==> src/rtl/sertx_pkg.sv <==
package sertx_pkg;
  localparam int FRAME_W   = 14;
  localparam int LEN_W     = $clog2(FRAME_W + 1);
  localparam int DATA_W    = 8;
  localparam int HOLD_W    = DATA_W + 1;

  typedef enum logic [1:0] {
    MODE_ASYNC   = 2'd0,
    MODE_SMASTER = 2'd1,
    MODE_SSLAVE  = 2'd2
  } txmode_e;

  typedef struct packed {
    logic [FRAME_W-1:0] bits;
    logic [LEN_W-1:0]   len;
    logic               brk;
  } frame_t;
endpackage

==> src/rtl/sertx_hold.sv <==
module sertx_hold #(
  parameter int W = 9
) (
  input  logic         clk,
  input  logic         rst_n,
  input  logic         flush,
  input  logic         in_valid,
  output logic         in_ready,
  input  logic [W-1:0] in_word,
  input  logic         take,
  output logic         full,
  output logic [W-1:0] q
);
  assign in_ready = !flush && !full;

  always_ff @(posedge clk) begin
    if (!rst_n) begin
      full <= 1'b0;
      q    <= '0;
    end else if (flush) begin
      full <= 1'b0;
    end else if (in_valid && in_ready) begin
      full <= 1'b1;
      q    <= in_word;
    end else if (take) begin
      full <= 1'b0;
    end
  end
endmodule

==> src/rtl/sertx_timing.sv <==
module sertx_timing
  import sertx_pkg::*;
#(
  parameter int SLOW_TPB    = 16,
  parameter int FAST_TPB    = 4,
  parameter int SYNC_STAGES = 2
) (
  input  logic    clk,
  input  logic    rst_n,
  input  logic    run,
  input  txmode_e mode,
  input  logic    fast,
  input  logic    baud_tick,
  input  logic    sclk_in,
  output logic    step,
  output logic    sclk_q
);
  localparam int MAX_TPB = (SLOW_TPB > FAST_TPB) ? SLOW_TPB : FAST_TPB;
  localparam int TW      = (MAX_TPB > 1) ? $clog2(MAX_TPB) : 1;

  logic [TW-1:0] tcnt;
  logic [TW-1:0] tlast;
  logic          fall;

  assign tlast = fast ? TW'(FAST_TPB - 1) : TW'(SLOW_TPB - 1);

  // external clock resynchronisation, depth chosen by parameter
  logic [SYNC_STAGES:0] chain;
  logic                 sl_prev;
  assign chain[0] = sclk_in;
  for (genvar g = 0; g < SYNC_STAGES; g++) begin : g_sync
    logic stage_q;
    always_ff @(posedge clk) begin
      if (!rst_n) stage_q <= 1'b0;
      else        stage_q <= chain[g];
    end
    assign chain[g+1] = stage_q;
  end

  always_ff @(posedge clk) begin
    if (!rst_n) sl_prev <= 1'b0;
    else        sl_prev <= chain[SYNC_STAGES];
  end
  assign fall = sl_prev && !chain[SYNC_STAGES];

  always_comb begin
    unique case (mode)
      MODE_ASYNC:   step = run && baud_tick && (tcnt == tlast);
      MODE_SMASTER: step = run && baud_tick && sclk_q;
      MODE_SSLAVE:  step = run && fall;
      default:      step = 1'b0;
    endcase
  end

  always_ff @(posedge clk) begin
    if (!rst_n) begin
      tcnt <= '0;
    end else if (!run || mode != MODE_ASYNC) begin
      tcnt <= '0;
    end else if (baud_tick) begin
      tcnt <= (tcnt == tlast) ? '0 : tcnt + 1'b1;
    end
  end

  always_ff @(posedge clk) begin
    if (!rst_n) begin
      sclk_q <= 1'b0;
    end else if (!run || mode != MODE_SMASTER) begin
      sclk_q <= 1'b0;
    end else if (baud_tick) begin
      sclk_q <= !sclk_q;
    end
  end
endmodule

==> src/rtl/sertx_shifter.sv <==
module sertx_shifter
  import sertx_pkg::*;
(
  input  logic              clk,
  input  logic              rst_n,
  input  logic              enable,
  input  txmode_e           mode,
  input  logic              nine,
  input  logic              hold_full,
  input  logic [HOLD_W-1:0] hold_q,
  input  logic              brk_pend,
  input  logic              step,
  output logic              take,
  output logic              brk_done,
  output logic              active,
  output logic              txd
);
  localparam int ZERO_RUN = FRAME_W - 1;

  frame_t             nxt;
  logic               start_brk;
  logic [FRAME_W-1:0] sh;
  logic [LEN_W-1:0]   left;
  logic               in_brk;
  logic [DATA_W-1:0]  d;
  logic               b9;

  assign d  = hold_q[DATA_W-1:0];
  assign b9 = hold_q[DATA_W];

  assign start_brk = enable && !active && brk_pend && (mode == MODE_ASYNC);
  assign take      = enable && !active && hold_full && !start_brk;

  always_comb begin
    nxt = '0;
    if (start_brk) begin
      nxt.bits = {1'b1, {ZERO_RUN{1'b0}}};
      nxt.len  = LEN_W'(FRAME_W);
      nxt.brk  = 1'b1;
    end else if (mode == MODE_ASYNC) begin
      if (nine) begin
        nxt.bits = {{(FRAME_W-DATA_W-3){1'b1}}, 1'b1, b9, d, 1'b0};
        nxt.len  = LEN_W'(DATA_W + 3);
      end else begin
        nxt.bits = {{(FRAME_W-DATA_W-2){1'b1}}, 1'b1, d, 1'b0};
        nxt.len  = LEN_W'(DATA_W + 2);
      end
    end else begin
      if (nine) begin
        nxt.bits = {{(FRAME_W-DATA_W-1){1'b1}}, b9, d};
        nxt.len  = LEN_W'(DATA_W + 1);
      end else begin
        nxt.bits = {{(FRAME_W-DATA_W){1'b1}}, d};
        nxt.len  = LEN_W'(DATA_W);
      end
    end
  end

  assign brk_done = active && in_brk && step && (left == LEN_W'(1));

  always_ff @(posedge clk) begin
    if (!rst_n) begin
      active <= 1'b0;
      sh     <= '1;
      left   <= '0;
      in_brk <= 1'b0;
    end else if (!enable) begin
      active <= 1'b0;
      sh     <= '1;
      left   <= '0;
      in_brk <= 1'b0;
    end else if (!active) begin
      if (start_brk || take) begin
        active <= 1'b1;
        sh     <= nxt.bits;
        left   <= nxt.len;
        in_brk <= nxt.brk;
      end
    end else if (step) begin
      sh   <= {1'b1, sh[FRAME_W-1:1]};
      left <= left - 1'b1;
      if (left == LEN_W'(1)) begin
        active <= 1'b0;
        in_brk <= 1'b0;
      end
    end
  end

  assign txd = active ? sh[0] : 1'b1;
endmodule

==> src/rtl/sertx_engine.sv <==
module sertx_engine
  import sertx_pkg::*;
#(
  parameter int SLOW_TPB    = 16,
  parameter int FAST_TPB    = 4,
  parameter int SYNC_STAGES = 2
) (
  input  logic              clk,
  input  logic              rst_n,
  input  logic              cfg_enable,
  input  logic              cfg_sync,
  input  logic              cfg_master,
  input  logic              cfg_nine,
  input  logic              cfg_fast,
  input  logic              brk_set,
  input  logic              baud_tick,
  input  logic              in_valid,
  output logic              in_ready,
  input  logic [DATA_W-1:0] in_data,
  input  logic              in_bit9,
  input  logic              sclk_in,
  output logic              txd,
  output logic              sclk_out,
  output logic              tsr_empty,
  output logic              brk_pending
);
  txmode_e           mode;
  logic              hold_full;
  logic [HOLD_W-1:0] hold_q;
  logic              take;
  logic              brk_done;
  logic              active;
  logic              step;

  always_comb begin
    if (!cfg_sync)       mode = MODE_ASYNC;
    else if (cfg_master) mode = MODE_SMASTER;
    else                 mode = MODE_SSLAVE;
  end

  sertx_hold #(.W(HOLD_W)) u_hold (
    .clk      (clk),
    .rst_n    (rst_n),
    .flush    (!cfg_enable),
    .in_valid (in_valid),
    .in_ready (in_ready),
    .in_word  ({in_bit9, in_data}),
    .take     (take),
    .full     (hold_full),
    .q        (hold_q)
  );

  sertx_timing #(
    .SLOW_TPB    (SLOW_TPB),
    .FAST_TPB    (FAST_TPB),
    .SYNC_STAGES (SYNC_STAGES)
  ) u_timing (
    .clk       (clk),
    .rst_n     (rst_n),
    .run       (active),
    .mode      (mode),
    .fast      (cfg_fast),
    .baud_tick (baud_tick),
    .sclk_in   (sclk_in),
    .step      (step),
    .sclk_q    (sclk_out)
  );

  sertx_shifter u_shift (
    .clk       (clk),
    .rst_n     (rst_n),
    .enable    (cfg_enable),
    .mode      (mode),
    .nine      (cfg_nine),
    .hold_full (hold_full),
    .hold_q    (hold_q),
    .brk_pend  (brk_pending),
    .step      (step),
    .take      (take),
    .brk_done  (brk_done),
    .active    (active),
    .txd       (txd)
  );

  always_ff @(posedge clk) begin
    if (!rst_n)                   brk_pending <= 1'b0;
    else if (brk_done)            brk_pending <= 1'b0;
    else if (brk_set && !cfg_sync) brk_pending <= 1'b1;
  end

  assign tsr_empty = !active;
endmodule

==> config.mk <==
export PLATFORM = sky130hd
export DESIGN_NAME = sertx_engine
export DESIGN_NICKNAME = d
export VERILOG_FILES = /design/src/rtl/sertx_pkg.sv /design/src/rtl/sertx_hold.sv /design/src/rtl/sertx_timing.sv /design/src/rtl/sertx_shifter.sv /design/src/rtl/sertx_engine.sv
export SDC_FILE = /design/constraint.sdc
export NUM_CORES = 1
export LEC_CHECK = 0
export BUFFER_PORTS_ARGS = -buffer_cell sky130_fd_sc_hd__buf_4
export CAP_MARGIN = 0
export CORE_ASPECT_RATIO = 0.75
export CORE_MARGIN = 2
export CORE_UTILIZATION = 45
export CTS_CLUSTER_DIAMETER = 120
export DETAILED_ROUTE_END_ITERATION = 6
export GPL_TIMING_DRIVEN = 0
export PLACE_DENSITY = 0.67
export SLEW_MARGIN = 20
export SYNTH_ARGS = -nofsm -noshare
export SYNTH_HDL_FRONTEND = slang
export SYNTH_SLANG_ARGS = --single-unit
==> constraint.sdc <==
create_clock -name clk -period 5.1 [get_ports clk]
set_input_delay 0.255 -clock clk [delete_from_list [all_inputs] [get_ports clk]]
set_output_delay 0.255 -clock clk [all_outputs]
set_load 0.01 [all_outputs]
Word level (Yosys, flattened, before mapping). Index checks and enable logic that the tools add are counted. W data, S select, Z words.

Input bits: 20. Register bits after elaboration: 39. Latch bits: 0. ROM bits: 0. RAM bits: 0. Memories: 0.

Reduce and logical (&&, ||, !) cells: 36. $lt $le $gt $ge: 0. Multiplexer cells: 27. Bitwise logic cells: 1. Div/mod/pow operators: 0. Multiply operators: 0. Equality and inequality tests: 7. Shift operators: 0. Add/sub/neg operators: 2.

Operator list (count): $mux W14 (4); $mux W18 (2); $mux W4 (5); $logic_and A1 B1 Y1 (16); $mux W13 (1); $mux W1 (12); $logic_not A1 Y1 (6); $reduce_and A2 Y1 (3); $reduce_bool A2 Y1 (3); $reduce_or A2 Y1 (3); $add A4 B1 Y4 const B (1); $eq A4 B1 Y1 const B (1); $eq A4 B4 Y1 (1); $mux W2 (2); $ne A2 B1 Y1 const B (2); $sub A4 B1 Y4 const B (1); $logic_or A1 B1 Y1 (3); $pmux W1 S3 (1); $reduce_and A3 Y1 (1); $eq A2 B1 Y1 const B (1); $eq A2 B2 Y1 const B (1); $logic_not A2 Y1 (1); $ne A2 B2 Y1 const B (1); $not A1 Y1 (1).

Longest topological paths before layout.
Depth in word-level cells: 9. Gate-level depth with buffers: 7. Gate-level depth less buffers: 6.

Modules after synthesis. Synthesis repeated with hierarchy kept, for this count alone.

Cells, all modules: 214. Area total of the unflattened synthesis: 1934.4 sq um.

By module, submodules not included: sertx_shifter (times used 1, area each 1052.3 sq um, cells each 117, sequential area each 380.4 sq um); sertx_hold (times used 1, area each 425.4 sq um, cells each 46, sequential area each 200.2 sq um); sertx_timing (times used 1, area each 396.6 sq um, cells each 43, sequential area each 160.2 sq um); sertx_engine (times used 1, area each 60.1 sq um, cells each 8, sequential area each 20.0 sq um).

Least setup slack after synthesis. No wires, ideal clock.

Path kind: reg-to-reg. Start point: register u_timing.tcnt[0]. End point: register u_shift.sh[8]. Cell stages (with the launch flop): 8. Data arrival time: 1.578 ns. Path slack: 3.391 ns. Path through: dfxtp_1 ha_1 nand4b_1 a311oi_4 nor3_4 buf_6 a211oi_2 o21ai_1.

Longest elaborated chain between the ends: 5.

RTL lines: start: declaration (RTL line sertx_timing.sv:21) `logic [TW-1:0] tcnt;`; start signal: assignment (RTL line sertx_timing.sv:61) `tcnt <= (tcnt == tlast) ? '0 : tcnt + 1'b1;`; $eq A4 B4 Y1 (RTL line sertx_timing.sv:48) `MODE_ASYNC: step = run && baud_tick && (tcnt == tlast);`; $logic_and A1 B1 Y1 (RTL line sertx_timing.sv:48); $pmux W1 S3 (RTL line sertx_timing.sv:47) `unique case (mode)`; $ne A2 B1 Y1 (no line); $reduce_and A2 Y1 (no line); end signal: assignment (RTL line sertx_shifter.sv:75) `sh <= nxt.bits;`; end signal: assignment (RTL line sertx_shifter.sv:80) `sh <= {1'b1, sh[FRAME_W-1:1]};`; end: declaration (RTL line sertx_shifter.sv:22) `logic [FRAME_W-1:0] sh;`.

Every way passes these cells. A chain may end at the register's enable or synchronous reset.

Worst setup path in the final report.
Start point: register u_timing.tcnt[0]. End point: register u_shift.sh[9].

The elaborated chain is that of the path after synthesis.

==> flow_summary.toml <==
[status]
status = "finished, final reports clean"

[synth]
syn-cell-area_um2 = 1927
syn-num-nets = 242
syn_area_per_cell_um2 = 8.798
synth_edf_count = 0
ys_seq_elements = 38
synth_cell_types = 48
synth-seq-area-share = 0.3948
synth-async-reset-ratio = 0
ys.flop_type = "dfxtp_1"
synthCells = 219
synth_warnings = 0

[layout]
area_growth_syn_to_layout_pct = 15.71
ff_latch_area_um2 = 760.7
final_common_cell = "dfxtp_1"
antenna_cells = 0
fillerInstances = 416
most-common-layout-cells = "38 x dfxtp_1, 25 x nand2_1, 23 x buf_4"
multi_input_area_um2 = 1064
drive_gt1_frac = 0.2186
stdcell_count = 302
finalInstanceArea_um2 = 2230
finish.utilization = 0.5466
nNetsFinal = 270

[worst_setup_path]
cp-start-kind = "flop"
path_delay_family = "compound AO/OA/AOI/OAI gates"
slowest_delay_ns = 0.38
worstPathBufferInverterCount = 1
cp.arrival_ns = 2.11
critPathMaxFanout = 10
cpMaxStageDelayCell = "dfxtp_1"
crit_required_ns = 5.26
path_cells = "ha_1 > nand4b_1 > a311oi_4 > nor3_4 > buf_6 > a211oi_2 > o21ai_1"
worstSetupPathType = "reg2reg"
end_kind = "flop"

[sta]
drv_slew = 0
hold_violations = 0
rsz0062_at_grt = "no"
period_minus_slack_ns = 1.946
period_share = 0.3815
fin_ws_ns = 3.154
timing.setup.tns_ns = 0
finClkSkew_ns = 0.002941
maxSlewHeadroom = 0.6470
tightest_slew_ns = 0.5295
clock.fmax_mhz = 513.9
setup_viol = 0

[clocking]
cts-resized-gates = 0
cts_tree = "built"
post_cts_buffers = 0
clkSlewWorstSetupHoldPaths_ns = 0.07
clockBufferDepth = 2
cts_buffers = 5
ctsHoldBuffers = 0
clockRootBuffer = "clkbuf_8"
ctsHtreeMaxLevel = 2
clk_latency_ns = 0.29
cts_sinks = 38

[place]
place.gp.congestion = 0.7841
pre_cts_slack_ns = 3.151
io_buffer_count = 21
post-dp-hpwl_um = 3027
place_area_um2 = 2153
placed_cells = 295

[grt]
overflow = 0
grt_max_degree = 11
grt_usage = 0.1882
antenna_found_initial = 0
grt_pass1_wl_um = 6741
grt_pass1_vias = 1396

[job]
cap_violations = 0

[route]
drc_errors = 0
vias = 1577
drt.antenna.violating_nets = 0
first_pass_iters = 4
via_per_inst = 5.222
wire_per_inst_um = 13.40
first_iter_violations = 116
drt_wl_total_um = 4047

[power_and_ir_drop]
switchingPower_uw = 146.8
pwr-share-clk = 0.338
seq_power_share = 0.538
power.leakage_nw = 0.8371
combPwrFrac = 0.124
peakVddDrop_mv = 0.1402
p_int_uw = 432.8
swShare = 0.2533
p_per_area_nw_per_um2 = 259.9

[floorplanning]
die_w_um = 79.56
rows = 20
dieArea_um2 = 4827
start_util = 0.4724
fp.dieH_um = 60.67
coreArea_um2 = 4079
pin_count = 25

[hold_path]
hold_path.class = "in2reg"
==> final cells by class <==
type                    instances  share of cell area
multi-input cells             163              0.4770
clock buffers                   7             0.03423
inverters                       5            0.008418
well taps                      55             0.03086
plain buffers                  13             0.03760
repair buffers                 21             0.07071
flip-flops and latches         38              0.3412
==> flip-flops by register name (all words and copies together) (netlist names) <==
| name | cells |
|---|---|
| u_shift.in_brk | 1 |
| u_hold.q | 9 |
| u_hold.full | 1 |
| u_timing.tcnt | 4 |
| brk_pending | 1 |
| u_shift.left | 4 |
| u_timing.g_sync.stage_q | 2 |
| u_timing.sl_prev | 1 |
| u_timing.sclk_q | 1 |
| u_shift.active | 1 |
| u_shift.sh | 13 |
==> layer usage <==
layer,share of wire,wire length (um),track usage,vias to the layer above
met5,0,0,0,-
li1,-,-,-,822
met4,0.016,63,0.08128,0
met1,0.56,2266,0.2855,712
met2,0.38,1526,0.2509,35
met3,0.047,190,0.04613,8
==> synthesized netlist by cell type, types with 3 or more instances <==
cell | n | area share
mux2i_1 | 9 | 0.047
o21ai_0 | 8 | 0.021
a21oi_1 | 7 | 0.018
buf_2 | 3 | 0.0078
nor2_1 | 19 | 0.037
nand3_1 | 11 | 0.029
and2_1 | 4 | 0.013
dfxtp_1 | 38 | 0.39
clkbuf_1 | 5 | 0.0097
nor2b_1 | 6 | 0.019
ha_1 | 3 | 0.019
inv_1 | 5 | 0.0097
a211oi_1 | 9 | 0.035
a21boi_0 | 10 | 0.039
o21ai_1 | 9 | 0.023
nand2_1 | 25 | 0.049
nor3_1 | 4 | 0.010
nor2_2 | 6 | 0.019
==> per-stage QoR <==
step / hold WS (ns) / power [mW]
4_1_cts: 0.1666 / 0.5849
5_1_grt: 0.1773 / 0.6067
2_1_floorplan: 0.3823 / 0.3655
3_3_place_gp: 0.4139 / 0.3895
3_5_place_dp: 0.4228 / 0.3901
6_report: 0.1699 / 0.5796
==> kinds of logic after synthesis <==
kind of cell,share of synthesized area
xor+xnor,0.01364
simple gates,0.2474
compound gates,0.2247
flops,0.3948
mux,0.04676
buf+inv,0.05324
fa+ha+maj,0.01948
==> path summary, 6_finish.rpt <==
| kind | from | to | slack [ns] | cells after the start |
|---|---|---|---|---|
| max | u_timing.tcnt[0] | u_shift.sh[9] | 3.15 | 7 |
| min | sclk_in | u_timing.g_sync[0].stage_q | 0.17 | 2 |
| max reg2reg | u_timing.tcnt[0] | u_shift.sh[9] | 3.15 | 7 |
| min reg2reg | u_timing.g_sync[0].stage_q | u_timing.g_sync[1].stage_q | 0.44 | 1 |
==> power groups by stage <==
stage / logic, mW / clock network [mW] / registers, mW
after floorplan: 0.0486 / 0 / 0.317
after global placement: 0.0713 / 0 / 0.318
after detailed placement: 0.0718 / 0 / 0.318
after CTS: 0.0721 / 0.201 / 0.311
after global routing: 0.0803 / 0.214 / 0.312
final: 0.0718 / 0.196 / 0.312
No activity file was read; power rests on OpenSTA's default activity.
